===== config.mk =====
export PLATFORM = sky130hd
export DESIGN_NAME = lpe_leading_encoder
export DESIGN_NICKNAME = d
export VERILOG_FILES = /design/src/rtl/lpe_pkg.sv /design/src/rtl/lpe_prefix_or.sv /design/src/rtl/lpe_first_mark.sv /design/src/rtl/lpe_count_or.sv /design/src/rtl/lpe_leading_encoder.sv
export SDC_FILE = /design/constraint.sdc
export NUM_CORES = 1
export LEC_CHECK = 0
export BUFFER_PORTS_ARGS = -buffer_cell sky130_fd_sc_hd__buf_2
export CELL_PAD_IN_SITES_DETAIL_PLACEMENT = 2
export CELL_PAD_IN_SITES_GLOBAL_PLACEMENT = 2
export CORE_UTILIZATION = 18
export DETAILED_ROUTE_END_ITERATION = 8
export PLACE_DENSITY = 0.89
export SLEW_MARGIN = 20
export SYNTH_ARGS = -nofsm -noshare
export SYNTH_HDL_FRONTEND = slang
export SYNTH_HIERARCHICAL = 1
export SYNTH_SLANG_ARGS = --single-unit

===== constraint.sdc =====
create_clock -name vclk -period 4.4
set_clock_uncertainty 0.2 [all_clocks]
set_input_delay 0 -clock vclk [all_inputs]
set_output_delay 0 -clock vclk [all_outputs]
set_load 0.05 [all_outputs]

===== src/rtl/lpe_pkg.sv =====
package lpe_pkg;

  // True when n is a nonzero power of two.
  function automatic bit lpe_is_pow2(input int unsigned n);
    return (n != 0) && ((n & (n - 1)) == 0);
  endfunction

  // True when position index p has bit b set.
  function automatic bit lpe_pos_has_bit(input int unsigned p, input int unsigned b);
    return ((p >> b) & 1) == 1;
  endfunction

endpackage


===== src/rtl/lpe_prefix_or.sv =====
// Log-depth prefix OR over position order (index 0 = most significant).
module lpe_prefix_or #(
  parameter int N = 32
) (
  input  logic [N-1:0] pos_i,
  output logic [N-1:0] pre_o
);
  localparam int LG = $clog2(N);

  logic [LG:0][N-1:0] stg;

  assign stg[0] = pos_i;

  for (genvar s = 0; s < LG; s++) begin : g_lvl
    localparam int DIST = 1 << s;
    for (genvar p = 0; p < N; p++) begin : g_pos
      if (p >= DIST) begin : g_join
        assign stg[s+1][p] = stg[s][p] | stg[s][p-DIST];
      end else begin : g_pass
        assign stg[s+1][p] = stg[s][p];
      end
    end
  end

  assign pre_o = stg[LG];
endmodule


===== src/rtl/lpe_first_mark.sv =====
// Marks the first set indicator: own bit AND NOT prefix of the position above.
module lpe_first_mark #(
  parameter int N = 32
) (
  input  logic [N-1:0] pos_i,
  input  logic [N-1:0] pre_i,
  output logic [N-1:0] hot_o
);
  for (genvar p = 0; p < N; p++) begin : g_mark
    if (p == 0) begin : g_top
      assign hot_o[p] = pos_i[p];
    end else begin : g_rest
      assign hot_o[p] = pos_i[p] & ~pre_i[p-1];
    end
  end
endmodule


===== src/rtl/lpe_count_or.sv =====
// Each count bit is a flat OR of the one-hot lines whose index carries that bit.
module lpe_count_or
  import lpe_pkg::*;
#(
  parameter int N = 32,
  localparam int CW = $clog2(N)
) (
  input  logic [N-1:0]  hot_i,
  output logic [CW-1:0] cnt_o
);
  for (genvar b = 0; b < CW; b++) begin : g_plane
    logic [N-1:0] sel;
    for (genvar p = 0; p < N; p++) begin : g_sel
      if (lpe_pos_has_bit(p, b)) begin : g_on
        assign sel[p] = hot_i[p];
      end else begin : g_off
        assign sel[p] = 1'b0;
      end
    end
    assign cnt_o[b] = |sel;
  end
endmodule


===== src/rtl/lpe_leading_encoder.sv =====
module lpe_leading_encoder #(
  parameter int N = 32,
  localparam int CW = $clog2(N)
) (
  input  logic [N-1:0]  ind_i,
  output logic [N-1:0]  therm_o,
  output logic [N-1:0]  hot_o,
  output logic [CW-1:0] shamt_o,
  output logic          none_o
);
  logic [N-1:0] pos_in;
  logic [N-1:0] pos_pre;
  logic [N-1:0] pos_hot;

  // Swizzle between bit order and position order (position 0 = bit N-1).
  for (genvar p = 0; p < N; p++) begin : g_swz
    assign pos_in[p]      = ind_i[N-1-p];
    assign therm_o[N-1-p] = pos_pre[p];
    assign hot_o[N-1-p]   = pos_hot[p];
  end

  lpe_prefix_or #(.N(N)) u_pre (
    .pos_i (pos_in),
    .pre_o (pos_pre)
  );

  lpe_first_mark #(.N(N)) u_mark (
    .pos_i (pos_in),
    .pre_i (pos_pre),
    .hot_o (pos_hot)
  );

  lpe_count_or #(.N(N)) u_cnt (
    .hot_i (pos_hot),
    .cnt_o (shamt_o)
  );

  assign none_o = ~pos_pre[N-1];
endmodule


==> impl_metrics.env, run 1 <==
export IMPL_setup_tns_ns=0
export IMPL_fmax_mhz=368
export IMPL_vias=1239
export IMPL_io_pins=102
export IMPL_synth_area_leaders="nor2b_4 47%, nor3_1 7.2%, nor4_1 6.9%"
export IMPL_nFillCells=597
export IMPL_crit_top_cell="buf_2"
export IMPL_path_max_fanout=8
export IMPL_cts_hold_fix_buffers=0
export IMPL_synth_top_cell_area_share=0.472
export IMPL_portBuffers=102
export IMPL_cp_required_ns=4.20
export IMPL_avgSynthCellArea_um2=8.30
export IMPL_crit_arrival_ns=2.52
export IMPL_slew_headroom=0.558
export IMPL_syn_nets=141
export IMPL_ant_nets=0
export IMPL_core_area_um2=4790
export IMPL_hold_path_class="in2out"
export IMPL_drt_iter0_markers=22
export IMPL_syn2layout_area_growth_pct=64.0
export IMPL_crit_end="shamt_o[4]"
export IMPL_ys_types=20
export IMPL_worstPathCellList="buf_2 > or4_4 > nand4b_4 > nor4b_4 > nand3b_1 > nor2b_4 > nor3_1 > and4_1 > nand2_1 > buf_2"
export IMPL_wire_per_inst_um=14.7
export IMPL_yosysMostFrequentCell="nor2b_4"
export IMPL_ys_warn_count=6
export IMPL_drive_gt1_frac=0.679
export IMPL_crit_type="in2out"
export IMPL_hold_violations=0
export IMPL_startpoint="ind_i[31]"
export IMPL_gr_usage_all_layers=0.145
export IMPL_antenna_found_initial=0
export IMPL_min_period_ns=2.72
export IMPL_via_per_inst=4.49
export IMPL_path_depth=10
export IMPL_nets=243
export IMPL_ys_seq_area_frac=0
export IMPL_nClkBuffers=0
export IMPL_tightest_slew_ns=0.657
export IMPL_critPathLaunchType="primary input"
export IMPL_worstSetupEndpointType="output port"
export IMPL_synth_top_area_cell="nor2b_4"
export IMPL_first_pass_iters=4
export IMPL_slew_viol_final=0
export IMPL_overflow=0
export IMPL_p_per_area_nw_per_um2=49.5
export IMPL_grt_pass1_vias=1228
export IMPL_hpwlAfterDp_um=3810
export IMPL_finalPower_w=0.0000735
export IMPL_die_x_um=72.9
export IMPL_initial_core_util=0.189
export IMPL_synthCells=109
export IMPL_synth_area_um2=905
export IMPL_irDropWorstVdd_mv=0.0300
export IMPL_fin_util=0.310
export IMPL_crit_buf_inv=2
export IMPL_die_area_um2=5310
export IMPL_timing_final_crit_share=0.618
export IMPL_cts_resized=0
export IMPL_grt_pass1_wl_um=6150
export IMPL_die_h_um=72.9
export IMPL_worst_path_max_delay_cell="or4_4"
export IMPL_wirelength_um=4050
export IMPL_diodes=0
export IMPL_p_leak_nw=0.756
export IMPL_grt_setup_unrepaired="false"
export IMPL_nFlopsAndLatches=0
export IMPL_globalplace_congestion=0.824
export IMPL_regArea_um2=0
export IMPL_synth_top_cells_by_count="31 x nor2b_4, 13 x nor3_1, 10 x nor4_1, 9 x nand2_1, 7 x nor2_1"
export IMPL_drv_cap=0
export IMPL_grt_max_degree=9
export IMPL_status="finished clean"
export IMPL_finalSetupViolCount=0
export IMPL_post_cts_buffers=0
export IMPL_route_detailed_drc=0
export IMPL_path_delay_family="simple AND/OR/NAND/NOR gates"
export IMPL_rows=25
export IMPL_crit_path_max_incr_delay_ns=0.59
-- per-stage QoR --
| step | instances | hold WS, ns | instance area (µm²) | setup slack, ns |
|---|---|---|---|---|
| after floorplan | 109 | -0.0408 | 905 | 0.896 |
| after global placement | 276 | 0.147 | 1480 | 1.70 |
| after detailed placement | 276 | 0.151 | 1480 | 1.65 |
| after CTS | 276 | 0.152 | 1480 | 1.65 |
| after global routing | 276 | 0.158 | 1480 | 1.55 |
| final | 276 | 0.150 | 1480 | 1.68 |
-- where the power goes --
group          switching [W]  internal (W)  leakage [nW]  total [W]
Clock                      0             0             0          0
Sequential                 0             0             0          0
Combinational      0.0000434     0.0000301         0.756  0.0000735
Total              0.0000434     0.0000301         0.756  0.0000735
-- cells in the final DEF (no fill, tap or decap), drive strengths merged --
| master | netlist | final |
|---|---|---|
| buf | 2 | 102 |
| nand3b | 2 | 2 |
| or3 | 3 | 3 |
| nand4 | 5 | 5 |
| or4 | 4 | 4 |
| nor3 | 16 | 16 |
| nand2b | 5 | 5 |
| nor4b | 1 | 1 |
| nor2 | 7 | 7 |
| or2 | 4 | 4 |
| nand4b | 1 | 1 |
| nand2 | 9 | 9 |
| nand3 | 3 | 3 |
| nor2b | 31 | 31 |
| and4 | 1 | 1 |
| inv | 5 | 5 |
| nor4 | 10 | 10 |
-- how the worst min path moves through the flow --
stage | cells after the start | start | slack (ns) | to
6_report | 2 | ind_i[31] | 0.15 | hot_o[31]
5_1_grt | 2 | ind_i[31] | 0.16 | hot_o[31]
4_1_cts | 2 | ind_i[31] | 0.15 | hot_o[31]
3_5_place_dp | 2 | ind_i[31] | 0.15 | hot_o[31]
3_3_place_gp | 2 | ind_i[31] | 0.15 | therm_o[31]
2_1_floorplan | 1 | ind_i[15] | -0.04 | hot_o[15]
-- cell families after synthesis --
logic type | after synthesis | synth area share
simple gates | 102 | 0.963
buf+inv | 7 | 0.0373
-- final cells by class --
| type | instances | area (µm²) | area share |
|---|---|---|---|
| Multi-Input combinational cell | 102 | 871 | 0.587 |
| Inverter | 5 | 18.8 | 0.0126 |
| Tap cell | 67 | 83.8 | 0.0565 |
| Timing Repair Buffer | 102 | 510 | 0.344 |
-- metal layers --
metal	GRT usage	up-vias	wire length, µm
met5	0	-	0
li1	-	596	-
met1	0.181	575	1680
met2	0.275	66	2030
met3	0.0193	2	322
met4	0.00871	0	21
Power figures use the tool's default switching activity.
==> run 2, diff against run 1 <==
--- a/config.mk
+++ b/config.mk
@@ -5,12 +5,13 @@
 export SDC_FILE = /design/constraint.sdc
 export NUM_CORES = 1
 export LEC_CHECK = 0
+export ABC_AREA = 1
 export BUFFER_PORTS_ARGS = -buffer_cell sky130_fd_sc_hd__buf_2
 export CELL_PAD_IN_SITES_DETAIL_PLACEMENT = 2
 export CELL_PAD_IN_SITES_GLOBAL_PLACEMENT = 2
-export CORE_UTILIZATION = 18
+export CORE_UTILIZATION = 16
 export DETAILED_ROUTE_END_ITERATION = 8
-export PLACE_DENSITY = 0.89
+export PLACE_DENSITY = 0.81
 export SLEW_MARGIN = 20
 export SYNTH_ARGS = -nofsm -noshare
 export SYNTH_HDL_FRONTEND = slang
==> constraint.sdc (replaced) <==
create_clock -name vclk -period 2.8
set_clock_uncertainty 0.2 [all_clocks]
set_input_delay 0 -clock vclk [all_inputs]
set_output_delay 0 -clock vclk [all_outputs]
set_load 0.05 [all_outputs]
==> impl_metrics.env, run 2 <==
export IMPL_status="finished clean"
export IMPL_grt_pass1_wl_um=10900
export IMPL_die_area_um2=8260
export IMPL_synth_top_area_cell="inv_1"
export IMPL_final_common_cell="buf_2"
export IMPL_diodes=0
export IMPL_cts_hold_fix_buffers=0
export IMPL_synth_area_um2=1260
export IMPL_worstSetupEndpointType="output port"
export IMPL_nets=422
export IMPL_antenna_found_initial=0
export IMPL_first_pass_iters=4
export IMPL_slew_viol_final=0
export IMPL_via_per_inst=4.04
export IMPL_p_leak_nw=1.18
export IMPL_drv_cap=0
export IMPL_tightest_slew_ns=0.293
export IMPL_min_period_ns=1.90
export IMPL_initial_core_util=0.164
export IMPL_ys_types=11
export IMPL_synth_top_cell_area_share=0.226
export IMPL_timing_final_crit_share=0.680
export IMPL_drive_gt1_frac=0.394
export IMPL_synthCells=288
export IMPL_synth_top_cells_by_count="76 x inv_1, 76 x nand2_1, 73 x nor2_1, 36 x nor2_2, 10 x nand3_1"
export IMPL_critPathLaunchType="primary input"
export IMPL_setup_tns_ns=0
export IMPL_wirelength_um=6850
export IMPL_syn2layout_area_growth_pct=49.3
export IMPL_die_h_um=90.9
export IMPL_p_per_area_nw_per_um2=80.5
export IMPL_min_from="ind_i[31]"
export IMPL_portBuffers=102
export IMPL_hold_path_class="in2out"
export IMPL_globalplace_congestion=0.850
export IMPL_io_pins=102
export IMPL_vias=1979
export IMPL_grt_setup_unrepaired="false"
export IMPL_ys_warn_count=6
export IMPL_nFlopsAndLatches=0
export IMPL_grt_max_degree=6
export IMPL_regArea_um2=0
export IMPL_crit_type="in2out"
export IMPL_slew_headroom=0.804
export IMPL_wire_per_inst_um=14.0
export IMPL_rows=32
export IMPL_crit_arrival_ns=1.70
export IMPL_post_cts_buffers=0
export IMPL_cts_resized=0
export IMPL_ys_seq_area_frac=0
export IMPL_irDropWorstVdd_mv=0.0603
export IMPL_startpoint="ind_i[18]"
export IMPL_path_max_fanout=4
export IMPL_gr_usage_all_layers=0.165
export IMPL_finalSetupViolCount=0
export IMPL_drt_iter0_markers=42
export IMPL_avgSynthCellArea_um2=4.39
export IMPL_ant_nets=0
export IMPL_core_area_um2=7690
export IMPL_grt_pass1_vias=2176
export IMPL_hpwlAfterDp_um=6490
export IMPL_cp_required_ns=2.60
export IMPL_route_detailed_drc=0
export IMPL_die_x_um=90.9
export IMPL_nFillCells=1086
export IMPL_hold_violations=0
export IMPL_fmax_mhz=525
export IMPL_synth_area_leaders="inv_1 23%, nand2_1 23%, nor2_1 22%"
export IMPL_nClkBuffers=0
export IMPL_syn_nets=320
export IMPL_overflow=0
export IMPL_finalPower_w=0.000152
export IMPL_final_cell_mix="102 x buf_2, 76 x inv_1, 76 x nand2_1, 73 x nor2_1, 36 x nor2_2"
==> run 2: changes by cell type after synthesis, moves of 10 or more <==
cell	before	now
nor2_1	7	73
nor3_1	13	0
nor4_1	10	0
nor2_2	0	36
nor2b_4	31	0
inv_1	5	76
nand2_1	9	76
==> run 2: worst paths after layout <==
path | endpoint | cells past startpoint
setup / recovery | shamt_o[2] | 13
hold / removal | therm_o[31] | 2
==> run 2: logic make-up (layout without fill, tap and decap cells) <==
logic type	Yosys count	count (layout)	share of synthesized area
and+or+nand+nor	207	207	0.753
buffers and inverters	81	181	0.247
==> run 2: layout make-up <==
cell class                      count  area [µm²]  share of cell area
Tap cell                          102         128              0.0676
Multi-Input combinational cell    207         952               0.505
Inverter                           79         297               0.157
Timing Repair Buffer              102         510               0.271
==> run 2: report_power, final <==
group	internal (W)	switching, W	leakage (nW)
clock	0	0	0
combinational	0.0000431	0.000109	1.18
sequential	0	0	0
==> run 2: per-layer routing <==
| metal | share of wire | vias up | wire (µm) | GRT usage |
|---|---|---|---|---|
| li1 | - | 1003 | - | - |
| met1 | 0.46 | 924 | 3140 | 0.210 |
| met2 | 0.51 | 52 | 3460 | 0.319 |
| met3 | 0.036 | 0 | 247 | 0.0109 |
| met4 | 0 | 0 | 0 | 0 |
| met5 | 0 | - | 0 | 0 |
==> run 2: worst max-delay path, cell delays in order <==
cell and delay [ns]:
buf_2 0.10, inv_1 0.12, nand2_1 0.09, nor2_1 0.17, nand2_1 0.07, nor2_1 0.25, nand2_1 0.14, nor2_2 0.20
nor2_1 0.09, nand2_1 0.09, nor2_1 0.06, nand2_1 0.06, buf_2 0.26
==> run 2: per-stage QoR <==
| stage | area, µm² | utilization | hold WS, ns | setup WS [ns] | std cells |
|---|---|---|---|---|---|
| after floorplan | 1260 | - | -0.0450 | 0.252 | 288 |
| after global placement | 1890 | 0.245 | 0.151 | 0.905 | 490 |
| after detailed placement | 1890 | 0.245 | 0.158 | 0.850 | 490 |
| after CTS | 1890 | 0.245 | 0.159 | 0.837 | 490 |
| after global routing | 1890 | 0.245 | 0.161 | 0.696 | 490 |
| final | 1890 | 0.245 | 0.156 | 0.895 | 490 |
